===== src/rtl/dma_chan_pkg.sv =====
package dma_chan_pkg;

  // control word field positions
  localparam int CW_EN      = 31;
  localparam int CW_IRQ     = 30;
  localparam int CW_MODE_LO = 27;
  localparam int CW_WIDE    = 26;
  localparam int CW_RPT     = 25;
  localparam int CW_SRC_LO  = 23;
  localparam int CW_DST_LO  = 21;

  localparam logic [2:0] MODE_NOW  = 3'd0;
  localparam logic [2:0] MODE_FIFO = 3'd7;
  localparam int         FIFO_BURST = 112;

  localparam logic [1:0] SEL_SRC  = 2'd0;
  localparam logic [1:0] SEL_DST  = 2'd1;
  localparam logic [1:0] SEL_CTRL = 2'd2;

  localparam logic [1:0] STEP_UP     = 2'd0;
  localparam logic [1:0] STEP_DOWN   = 2'd1;
  localparam logic [1:0] STEP_HOLD   = 2'd2;
  localparam logic [1:0] STEP_RELOAD = 2'd3;

  typedef enum logic [1:0] {E_IDLE, E_LOOP, E_RD, E_WR} eng_state_e;

  // count field width chosen by processor side and channel number
  function automatic int count_bits(input int cpu, input int chan);
    if (cpu == 0) return 21;
    return (chan == 3) ? 16 : 14;
  endfunction

  // wait states of one access to a region
  function automatic logic [4:0] region_wait(input logic [3:0] rgn, input logic wide);
    logic [4:0] w;
    case (rgn)
      4'h8, 4'h9:       w = wide ? 5'd12 : 5'd6;
      4'hA:             w = 5'd10;
      4'h2, 4'h5, 4'h6: w = wide ? 5'd2 : 5'd1;
      default:          w = 5'd1;
    endcase
    return w;
  endfunction

  // next working address after one unit
  function automatic logic [31:0] stepped(input logic [31:0] a, input logic [1:0] mode,
                                          input logic wide, input logic is_dst);
    logic [31:0] d;
    d = wide ? 32'd4 : 32'd2;
    case (mode)
      STEP_UP:   return a + d;
      STEP_DOWN: return a - d;
      STEP_HOLD: return a;
      default:   return is_dst ? a + d : a;
    endcase
  endfunction

endpackage


===== src/rtl/dma_chan_regs.sv =====
module dma_chan_regs
  import dma_chan_pkg::*;
#(
  parameter int CNT_W = 14
) (
  input  logic             clk,
  input  logic             rst_n,
  input  logic             reg_we,
  input  logic [1:0]       reg_sel,
  input  logic [31:0]      reg_wdata,
  input  logic [7:0]       start_req,
  input  logic             running,
  input  logic             wb_en,
  input  logic [CNT_W-1:0] wb_count,
  input  logic             clr_en,
  output logic [31:0]      ctrl,
  output logic [31:0]      src_base,
  output logic [31:0]      dst_base,
  output logic             arm,
  output logic             start
);

  logic [2:0] mode;
  logic       trig_hit;
  logic       now_hit;

  assign mode     = ctrl[CW_MODE_LO +: 3];
  assign trig_hit = (mode != MODE_NOW) && start_req[mode];
  assign now_hit  = arm && (mode == MODE_NOW);
  assign start    = !running && ctrl[CW_EN] && (trig_hit || now_hit);

  always_ff @(posedge clk) begin
    if (!rst_n) begin
      ctrl     <= '0;
      src_base <= '0;
      dst_base <= '0;
      arm      <= 1'b0;
    end else begin
      arm <= reg_we && (reg_sel == SEL_CTRL) && reg_wdata[CW_EN] && !ctrl[CW_EN];
      if (reg_we && reg_sel == SEL_SRC) src_base <= reg_wdata;
      if (reg_we && reg_sel == SEL_DST) dst_base <= reg_wdata;
      if (reg_we && reg_sel == SEL_CTRL) begin
        ctrl <= reg_wdata;
      end else begin
        if (wb_en)  ctrl[CNT_W-1:0] <= wb_count;
        if (clr_en) ctrl[CW_EN]     <= 1'b0;
      end
    end
  end

endmodule


===== src/rtl/dma_chan_addr.sv =====
module dma_chan_addr
  import dma_chan_pkg::*;
#(
  parameter bit IS_DST = 1'b0
) (
  input  logic        clk,
  input  logic        rst_n,
  input  logic        load,
  input  logic [31:0] load_val,
  input  logic        adv,
  input  logic [1:0]  mode,
  input  logic        wide,
  output logic [31:0] addr
);

  always_ff @(posedge clk) begin
    if (!rst_n)    addr <= '0;
    else if (load) addr <= load_val;
    else if (adv)  addr <= stepped(addr, mode, wide, IS_DST);
  end

endmodule


===== src/rtl/dma_chan_cost.sv =====
module dma_chan_cost
  import dma_chan_pkg::*;
(
  input  logic [3:0] src_rgn,
  input  logic [3:0] dst_rgn,
  input  logic       wide,
  output logic [4:0] cost
);

  assign cost = region_wait(src_rgn, wide) + region_wait(dst_rgn, wide);

endmodule


===== src/rtl/dma_chan_engine.sv =====
module dma_chan_engine
  import dma_chan_pkg::*;
#(
  parameter int CNT_W = 14
) (
  input  logic             clk,
  input  logic             rst_n,
  input  logic             start,
  input  logic [CNT_W-1:0] cnt,
  input  logic [2:0]       mode,
  input  logic             wide,
  input  logic             rpt,
  input  logic             irq_en,
  input  logic             run_go,
  input  logic [31:0]      run_budget,
  input  logic [4:0]       unit_cost,
  input  logic [31:0]      src_addr,
  input  logic [31:0]      dst_addr,
  input  logic [31:0]      mem_rdata,
  output logic             running,
  output logic             adv,
  output logic             wb_en,
  output logic [CNT_W-1:0] wb_count,
  output logic             clr_en,
  output logic             run_done,
  output logic [31:0]      budget_left,
  output logic             irq,
  output logic             mem_rd,
  output logic             mem_wr,
  output logic [31:0]      mem_addr,
  output logic [31:0]      mem_wdata
);

  localparam logic [CNT_W:0] CNT_FULL  = (CNT_W+1)'(1) << CNT_W;
  localparam logic [CNT_W:0] BURST_CAP = (CNT_W+1)'(FIFO_BURST);

  eng_state_e         state;
  logic [CNT_W:0]     rem;
  logic [CNT_W:0]     iter;
  logic signed [31:0] bud;
  logic [CNT_W:0]     start_rem;
  logic [CNT_W:0]     start_iter;
  logic               go_on;
  logic               fin;
  logic               all_done;

  assign start_rem  = (cnt == '0) ? CNT_FULL : {1'b0, cnt};
  assign start_iter = (mode == MODE_FIFO && start_rem > BURST_CAP) ? BURST_CAP : start_rem;

  assign go_on    = (state == E_LOOP) && (iter != '0) && (bud > 32'sd0);
  assign fin      = (state == E_LOOP) && !go_on;
  assign all_done = (rem == '0);
  assign wb_en    = fin && !all_done;
  assign wb_count = rem[CNT_W-1:0];
  assign clr_en   = fin && all_done && !rpt;

  assign mem_rd    = (state == E_RD);
  assign mem_wr    = (state == E_WR);
  assign adv       = mem_wr;
  assign mem_addr  = mem_wr ? dst_addr : src_addr;
  assign mem_wdata = wide ? mem_rdata : {16'h0, mem_rdata[15:0]};

  always_ff @(posedge clk) begin
    if (!rst_n) begin
      state       <= E_IDLE;
      running     <= 1'b0;
      rem         <= '0;
      iter        <= '0;
      bud         <= '0;
      run_done    <= 1'b0;
      budget_left <= '0;
      irq         <= 1'b0;
    end else begin
      run_done <= 1'b0;
      irq      <= 1'b0;
      if (start) begin
        rem     <= start_rem;
        iter    <= start_iter;
        running <= 1'b1;
      end
      case (state)
        E_IDLE: begin
          if (run_go) begin
            if (running) begin
              bud   <= $signed(run_budget);
              state <= E_LOOP;
            end else begin
              run_done    <= 1'b1;
              budget_left <= run_budget;
            end
          end
        end
        E_LOOP: begin
          if (go_on) begin
            state <= E_RD;
          end else begin
            state    <= E_IDLE;
            run_done <= 1'b1;
            if (all_done) begin
              running     <= 1'b0;
              budget_left <= bud - 32'sd2;
              irq         <= irq_en;
            end else begin
              running     <= (iter != '0);
              budget_left <= bud;
            end
          end
        end
        E_RD: state <= E_WR;
        default: begin
          bud   <= bud - $signed({27'd0, unit_cost});
          iter  <= iter - 1'b1;
          rem   <= rem - 1'b1;
          state <= E_LOOP;
        end
      endcase
    end
  end

endmodule


===== src/rtl/dma_channel.sv =====
module dma_channel
  import dma_chan_pkg::*;
#(
  parameter int CPU_IDX  = 1,
  parameter int CHAN_IDX = 0
) (
  input  logic        clk,
  input  logic        rst_n,
  input  logic        reg_we,
  input  logic [1:0]  reg_sel,
  input  logic [31:0] reg_wdata,
  input  logic [7:0]  start_req,
  input  logic        run_go,
  input  logic [31:0] run_budget,
  output logic        run_done,
  output logic [31:0] budget_left,
  output logic        mem_rd,
  output logic        mem_wr,
  output logic        mem_wide,
  output logic [31:0] mem_addr,
  output logic [31:0] mem_wdata,
  input  logic [31:0] mem_rdata,
  output logic        irq,
  output logic        stall,
  output logic [31:0] ctrl_word
);

  localparam int CNT_W = count_bits(CPU_IDX, CHAN_IDX);

  logic [31:0]      ctrl;
  logic [31:0]      src_base;
  logic [31:0]      dst_base;
  logic             arm;
  logic             start;
  logic             running;
  logic             adv;
  logic             wb_en;
  logic [CNT_W-1:0] wb_count;
  logic             clr_en;
  logic [31:0]      src_addr;
  logic [31:0]      dst_addr;
  logic [4:0]       unit_cost;
  logic             dst_reload;

  assign ctrl_word  = ctrl;
  assign stall      = running;
  assign mem_wide   = ctrl[CW_WIDE];
  assign dst_reload = start && (ctrl[CW_DST_LO +: 2] == STEP_RELOAD);

  dma_chan_regs #(.CNT_W(CNT_W)) u_regs (
    .clk(clk), .rst_n(rst_n), .reg_we(reg_we), .reg_sel(reg_sel), .reg_wdata(reg_wdata),
    .start_req(start_req), .running(running), .wb_en(wb_en), .wb_count(wb_count),
    .clr_en(clr_en), .ctrl(ctrl), .src_base(src_base), .dst_base(dst_base),
    .arm(arm), .start(start)
  );

  dma_chan_addr #(.IS_DST(1'b0)) u_src (
    .clk(clk), .rst_n(rst_n), .load(arm), .load_val(src_base), .adv(adv),
    .mode(ctrl[CW_SRC_LO +: 2]), .wide(ctrl[CW_WIDE]), .addr(src_addr)
  );

  dma_chan_addr #(.IS_DST(1'b1)) u_dst (
    .clk(clk), .rst_n(rst_n), .load(arm || dst_reload), .load_val(dst_base), .adv(adv),
    .mode(ctrl[CW_DST_LO +: 2]), .wide(ctrl[CW_WIDE]), .addr(dst_addr)
  );

  dma_chan_cost u_cost (
    .src_rgn(src_addr[27:24]), .dst_rgn(dst_addr[27:24]), .wide(ctrl[CW_WIDE]), .cost(unit_cost)
  );

  dma_chan_engine #(.CNT_W(CNT_W)) u_eng (
    .clk(clk), .rst_n(rst_n), .start(start), .cnt(ctrl[CNT_W-1:0]),
    .mode(ctrl[CW_MODE_LO +: 3]), .wide(ctrl[CW_WIDE]), .rpt(ctrl[CW_RPT]),
    .irq_en(ctrl[CW_IRQ]), .run_go(run_go), .run_budget(run_budget), .unit_cost(unit_cost),
    .src_addr(src_addr), .dst_addr(dst_addr), .mem_rdata(mem_rdata), .running(running),
    .adv(adv), .wb_en(wb_en), .wb_count(wb_count), .clr_en(clr_en), .run_done(run_done),
    .budget_left(budget_left), .irq(irq), .mem_rd(mem_rd), .mem_wr(mem_wr),
    .mem_addr(mem_addr), .mem_wdata(mem_wdata)
  );

endmodule


===== config.mk =====
export PLATFORM = sky130hd
export DESIGN_NAME = dma_channel
export DESIGN_NICKNAME = d
export VERILOG_FILES = /design/src/rtl/dma_chan_pkg.sv /design/src/rtl/dma_chan_regs.sv /design/src/rtl/dma_chan_addr.sv /design/src/rtl/dma_chan_cost.sv /design/src/rtl/dma_chan_engine.sv /design/src/rtl/dma_channel.sv
export SDC_FILE = /design/constraint.sdc
export NUM_CORES = 1
export LEC_CHECK = 0
export CORE_MARGIN = 2
export CORE_UTILIZATION = 45
export CTS_BUF_LIST = sky130_fd_sc_hd__clkbuf_4
export CTS_CLUSTER_DIAMETER = 40
export DETAILED_ROUTE_END_ITERATION = 16
export PLACE_DENSITY = 0.77
export SLEW_MARGIN = 20
export SYNTH_ARGS = -nofsm -noshare
export SYNTH_HDL_FRONTEND = slang
export SYNTH_SLANG_ARGS = --single-unit

===== constraint.sdc =====
create_clock -name clk -period 7.04 [get_ports clk]
set_input_delay 1.408 -clock clk [delete_from_list [all_inputs] [get_ports clk]]
set_output_delay 1.408 -clock clk [all_outputs]
set_load 0.01 [all_outputs]

# Word level (Yosys, flattened, before mapping)
# Index checks and enable logic that the tools add are counted.
dict set report totals {
  regBits 260
  latch_bits 0
  mem_bits_rw 0
  rom_bits 0
  out_inout_bits 134
  mem_count 0
}
dict set report op_classes {
  addsub 9
  mul 0
  n_div 0
  magnitude_cmp 3
  n_eq_ne 28
  n_shift 0
  muxes 45
  n_bitwise 4
  n_reduce_logical 50
}
# cell n
set op_table {}
lappend op_table {{32-bit 2-to-1 mux} 12}
lappend op_table {{32-bit case mux with 2 select lines} 4}
lappend op_table {{15-bit 2-to-1 mux} 6}
lappend op_table {{32-bit adder} 2}
lappend op_table {{32-bit subtractor} 2}
lappend op_table {{32-bit by 1-bit > comparator with 1-bit output, second input constant} 1}
lappend op_table {{32-bit by 3-bit subtractor with 32-bit output, second input constant} 1}
lappend op_table {{32-bit by 6-bit subtractor with 32-bit output} 1}
lappend op_table {{5-bit case mux with 3 select lines} 2}
lappend op_table {{15-bit by 1-bit subtractor with 15-bit output, second input constant} 2}
lappend op_table {{14-bit 2-to-1 mux} 2}
lappend op_table {{4-bit == test, second input constant} 6}
lappend op_table {{1-bit logical AND} 17}
lappend op_table {{4-bit by 3-bit == test with 1-bit output, second input constant} 4}
lappend op_table {{15-bit by 7-bit > comparator with 1-bit output, second input constant} 1}
lappend op_table {{15-bit logical NOT} 1}
lappend op_table {{15-bit nonzero test} 1}
lappend op_table {{14-bit logical NOT} 1}
lappend op_table {{2-bit == test, second input constant} 5}
lappend op_table {{1-bit 2-to-1 mux} 10}
lappend op_table {{2-bit nonzero test} 5}
lappend op_table {{3-bit OR reduction} 3}
lappend op_table {{2-bit by 1-bit == test with 1-bit output, second input constant} 4}
lappend op_table {{4-bit by 2-bit == test with 1-bit output, second input constant} 2}
lappend op_table {{other kinds (22)} 44}

# Depth between registers and ports, before layout
dict set report depth {
  word_depth 9
  depth_mapped 19
}

# Cells and area by module
# Synthesis repeated with hierarchy kept, for this count alone.
dict set report hier_totals {
  hier_cells 2233
  hier_area_um2 17013.8
}
# module n_inst cells_each area_each_um2 seq_area_each_um2
set by_module_without_submodules {}
lappend by_module_without_submodules {dma_chan_engine 1 907 6905.4 1981.9}
lappend by_module_without_submodules {dma_chan_regs 1 434 3828.7 1941.9}
lappend by_module_without_submodules {{dma_chan_addr at u_src} 1 422 3000.4 640.6}
lappend by_module_without_submodules {{dma_chan_addr at u_dst} 1 432 2996.6 640.6}
lappend by_module_without_submodules {dma_chan_cost 1 36 266.5 0.0}
lappend by_module_without_submodules {dma_channel 1 2 16.3 0.0}

# Least setup slack after synthesis
# No wires, ideal clock.
dict set report synth_path {
  kind {register -> register}
  start {register u_regs.ctrl[21]}
  end {register u_dst.addr[23]}
  t_arrival_ps 4091
  required_ps 6945
  setup_slack_ps 2854
  path_stages_with_launch 12
  n_path_buf 0
  period_less_slack_ps 4186
  cell_sequence {dfxtp_1 -> nor2b_1 -> ha_1 -> a21oi_1 -> and3b_1 -> a2111oi_0 -> a21boi_0 -> o21ai_0 -> a21oi_1 -> o21ai_0 -> xor2_1 -> a221oi_1}
}
dict set report synth_between {
  elab_chain_len 5
  word_cells_on_any_way 11
}
# element line
set synth_lines {}
lappend synth_lines {{from (decl)} dma_chan_regs.sv:16} ;# output logic [31:0] ctrl,
lappend synth_lines {{from (signal assigned)} dma_chan_regs.sv:43} ;# ctrl <= reg_wdata;
lappend synth_lines {{from (signal, indexed assignment)} dma_chan_regs.sv:45} ;# if (wb_en) ctrl[CNT_W-1:0] <= wb_count;
lappend synth_lines {{2-bit == test} dma_channel.sv:48} ;# assign dst_reload = start && (ctrl[CW_DST_LO +: 2] == STEP_RELOAD);
lappend synth_lines {{1-bit logical AND} dma_channel.sv:48}
lappend synth_lines {{1-bit logical OR} dma_channel.sv:63} ;# .clk(clk), .rst_n(rst_n), .load(arm || dst_reload), .load_val(dst_base), .adv(adv),
lappend synth_lines {{2-bit by 1-bit inequality test with 1-bit output (no source line) or 2-bit nonzero test (tied branches)} -}
lappend synth_lines {{2-bit AND reduction (no source line)} -}
lappend synth_lines {{to (signal assigned)} dma_chan_addr.sv:18} ;# else if (load) addr <= load_val;
lappend synth_lines {{to (signal assigned)} dma_chan_addr.sv:19} ;# else if (adv) addr <= stepped(addr, mode, wide, IS_DST);
lappend synth_lines {{to (decl)} dma_chan_addr.sv:13} ;# output logic [31:0] addr
# Several ways; a longest one is shown, not always the timed one. The select of a mux whose other input is x is not followed.
# A chain may end at the register's enable or synchronous reset.

# Final worst setup path
dict set report layout_path {
  start {register u_eng.state[0]}
  end {output port mem_addr[8]}
}
dict set report layout_between {
  elab_chain_len 2
}
# element line
set layout_lines {}
lappend layout_lines {{from (decl)} dma_chan_engine.sv:37} ;# eng_state_e state;
lappend layout_lines {{from (signal assigned)} dma_chan_engine.sv:65} ;# state <= E_IDLE;
lappend layout_lines {{from (signal assigned)} dma_chan_engine.sv:86} ;# state <= E_LOOP;
lappend layout_lines {{from (signal assigned)} dma_chan_engine.sv:95} ;# state <= E_RD;
lappend layout_lines {{2-bit == test} dma_chan_engine.sv:58} ;# assign mem_wr = (state == E_WR);
lappend layout_lines {{32-bit 2-to-1 mux} dma_chan_engine.sv:60} ;# assign mem_addr = mem_wr ? dst_addr : src_addr;
lappend layout_lines {{to (decl)} dma_channel.sv:20} ;# output logic [31:0] mem_addr,
# No other way between the ends.

==> run_results.csv <==
group,metric,value,unit
cells_and_area,drive_gt1_share,8.912,%
status,outcome,"complete, no violations",
setup_path,start_kind,"register",
sta,final_max_slew_viol_count,0,
cts,clock-sinks,260,
global_routing,grt_start_max_net_pins,89,
setup_path,crit_start,"u_eng.state[0]",
setup_path,r2r_start,"u_regs.ctrl[26]",
sta,min_period,4.773,ns
cts,clk_latency,0.76,ns
cts,postCtsSetupRepairBufs,0,
global_routing,antenna_found_initial,1,
global_routing,grt_pass1_vias,15612,
sta,worst_pin_slew,1.156,ns
yosys,async_flop_share,0,%
routing,wl_per_cell,18.98,um
cells_and_area,stdcell_area,19330,sq um
floorplanning,start_util,45.46,%
cts,cts_buffers,75,
setup_path,regToRegEndpoint,"u_eng.bud[26]",
cells_and_area,multi_input_area,10120,sq um
routing,wl,53.07,mm
floorplanning,dieArea,37290,sq um
cts,cts_max_level,3,
cells_and_area,fillers,3318,
cts,cts_tree,"yes",
global_routing,overflow,0,
cells_and_area,seq_area,5205,sq um
placement,numPortBuffers,210,
placement,gp_congestion,0.9281,
sta,rsz0062_at_grt,"no",
placement,placed_cells,2671,
routing,antenna_left,0,
setup_path,worstPathArrival,3.37,ns
pwr,total_power,5.836,mW
routing,vias_per_cell,5.941,
run,max-cap-violations,0,
cts,ctsResizeCount,0,
sta,max_freq,0.2095,GHz
pwr,powerDensity,301.9,nW/um^2
floorplanning,die_x,193.1,um
pwr,leakage,7.706,nW
global_routing,grt_use_total,28.01,%
routing,num_vias,16610,
yosys,synth_flop_cell,"dfxtp_1",
sta,tns,0,ns
setup_path,cp_max_fo,38,
floorplanning,coreArea,35400,sq um
sta,fin_skew,0.05604,ns
cts,ctsHoldBuffers,0,
cells_and_area,fin_nets,2478,
cts,clockBufferDepth,3,
floorplanning,ios,244,
worst_hold_path,hp-class,"reg -> reg",
sta,relSlewSlack,22.65,%
cells_and_area,final-instance-count-excl-fill,2796,
cts,clk_pin_slew,0.07,ns
sta,hold_viol,0,
routing,first_pass_iters,6,
placement,dp_hpwl,37.56,mm
sta,setup-violations-final,0,
setup_path,crit_path_end,"mem_addr[8]",
yosys,synth_edf_count,0,
setup_path,cp_slowest_cell,"ha_2",
routing,drc,0,
routing,drt-initial-drc-count,1504,
setup_path,reg2reg_depth,15,
yosys,ys_seq_area_share,32.34,%
placement,dpl-instance-area,18350,sq um
setup_path,worstPathRequired,5.63,ns
yosys,ys_ff_latch,260,
cells_and_area,area_growth,20.11,%
yosys,synth_area_per_cell,7.573,sq um
setup_path,slowest_delay,0.62,ns
yosys,netlist_area,16090,sq um
floorplanning,std_cell_rows,69,
global_routing,grt_pass1_wl,82.72,mm
setup_path,worst-setup-path-type,"reg -> out",
cells_and_area,mostFrequentLayoutCell,"nand2_1",
yosys,synth.distinct_cells,83,
setup_path,regToRegSetupSlack,2.30,ns
yosys,yosys_warnings,0,
yosys,synthCells,2125,
cells_and_area,mostFrequentLayoutCells,"nand2_1 (347), a21oi_1 (277), dfxtp_1 (260)",
yosys,syn-num-nets,2316,
setup_path,end_kind,"output pin",
cells_and_area,final_core_util,54.61,%
sta,fin_crit_sh,67.80,%
setup_path,cp_cell_sequence,"ha_2, buf_4, mux2_2, clkdlybuf4s50_1",
floorplanning,dieHeight,193.1,um
cts,clock-root-buffer,"clkbuf_4",
pwr,peakVddDrop,0.0002244,V
critical path, delay by kind of cell (launching register included):
family                     cells  cell delay (ns)
muxes                          1             0.43
DFF                            1             0.43
buffers and inverters          2             1.08
adders and majority gates      1             0.62
report_power, final:
part,internal (mW),switching [mW]
clock network,0.839,0.662
registers,1.65,0.212
logic,0.993,1.48
total,3.49,2.35
worst min-delay path by stage:
| stage | slack (ns) | cells after the start | end | startpoint |
|---|---|---|---|---|
| floorplan | 0.43 | 2 | u_eng.irq | u_regs.ctrl[30] |
| global placement | 0.44 | 2 | u_dst.addr[0] | u_dst.addr[0] |
| detailed placement | 0.44 | 2 | u_regs.src_base[12] | u_regs.src_base[12] |
| CTS | 0.45 | 2 | u_regs.src_base[12] | u_regs.src_base[12] |
| global route | 0.47 | 2 | u_regs.src_base[12] | u_regs.src_base[12] |
| finish | 0.45 | 2 | u_regs.src_base[12] | u_regs.src_base[12] |
cell usage after synthesis, types with 22 or more instances:
cell,instances,area [sq um]
nand2_1,347,1303
a21oi_1,277,1386
dfxtp_1,260,5205
nor2_1,198,743.2
clkbuf_1,119,446.7
o21ai_0,107,535.5
ha_1,79,988.5
nor3_1,47,235.2
xnor2_1,45,394.1
a211oi_1,44,330.3
xor2_1,43,376.6
inv_1,42,157.7
a21o_1,40,300.3
nand3_1,31,155.2
mux2_2,30,337.8
a311oi_1,27,236.5
and2_1,27,168.9
a31oi_1,23,143.9
o211ai_1,22,165.2
through the flow:
stage,hold WS (ns),setup WS (ns)
3_5_place_dp,0.4435,2.320
4_1_cts,0.4524,2.272
3_3_place_gp,0.4350,2.339
2_1_floorplan,0.4278,2.854
6_report,0.4532,2.267
5_1_grt,0.4737,1.933
registers in the layout, indices dropped and copies added (netlist names):
| signal | cells |
|---|---|
| u_src.addr | 32 |
| u_regs.arm | 1 |
| u_regs.src_base | 32 |
| u_eng.bud | 32 |
| u_eng.state | 2 |
| u_eng.running | 1 |
| u_eng.iter | 15 |
| u_regs.dst_base | 32 |
| u_dst.addr | 32 |
| u_eng.budget_left | 32 |
| u_eng.irq | 1 |
| u_eng.run_done | 1 |
| u_regs.ctrl | 32 |
| u_eng.rem | 15 |
logic make-up (layout without fill, tap and decap cells):
kind of cell	Yosys count	count (layout)	share of synthesized area, %
AND/OR/NAND/NOR	802	802	22.89
AO/OA/AOI/OAI	660	660	25.55
flip-flops	260	260	32.34
buffers and inverters	193	402	5.100
XOR/XNOR	88	88	4.789
adder cells (fa/ha/maj)	81	81	6.391
multiplexers	41	41	2.939
other	0	1	0
layout make-up:
cell class              count  area share [%]
multi-input cells        1672           52.34
flip-flops and latches    260           26.93
repair buffers            235           11.82
clock buffers             107           4.156
well taps                 461           2.984
clock inverters            17          0.8998
inverters                  43          0.8610
diodes                      1         0.01295
metal layers:
layer  track usage (%)  up-vias  routed length (um)
met5                 0        -                   0
met4             12.41        0                1983
met3             5.810      139                4650
met2             45.43      738               24360
met1             35.93     7785               22080
li1                  -     7948                   -
Power figures use the tool's default switching activity.
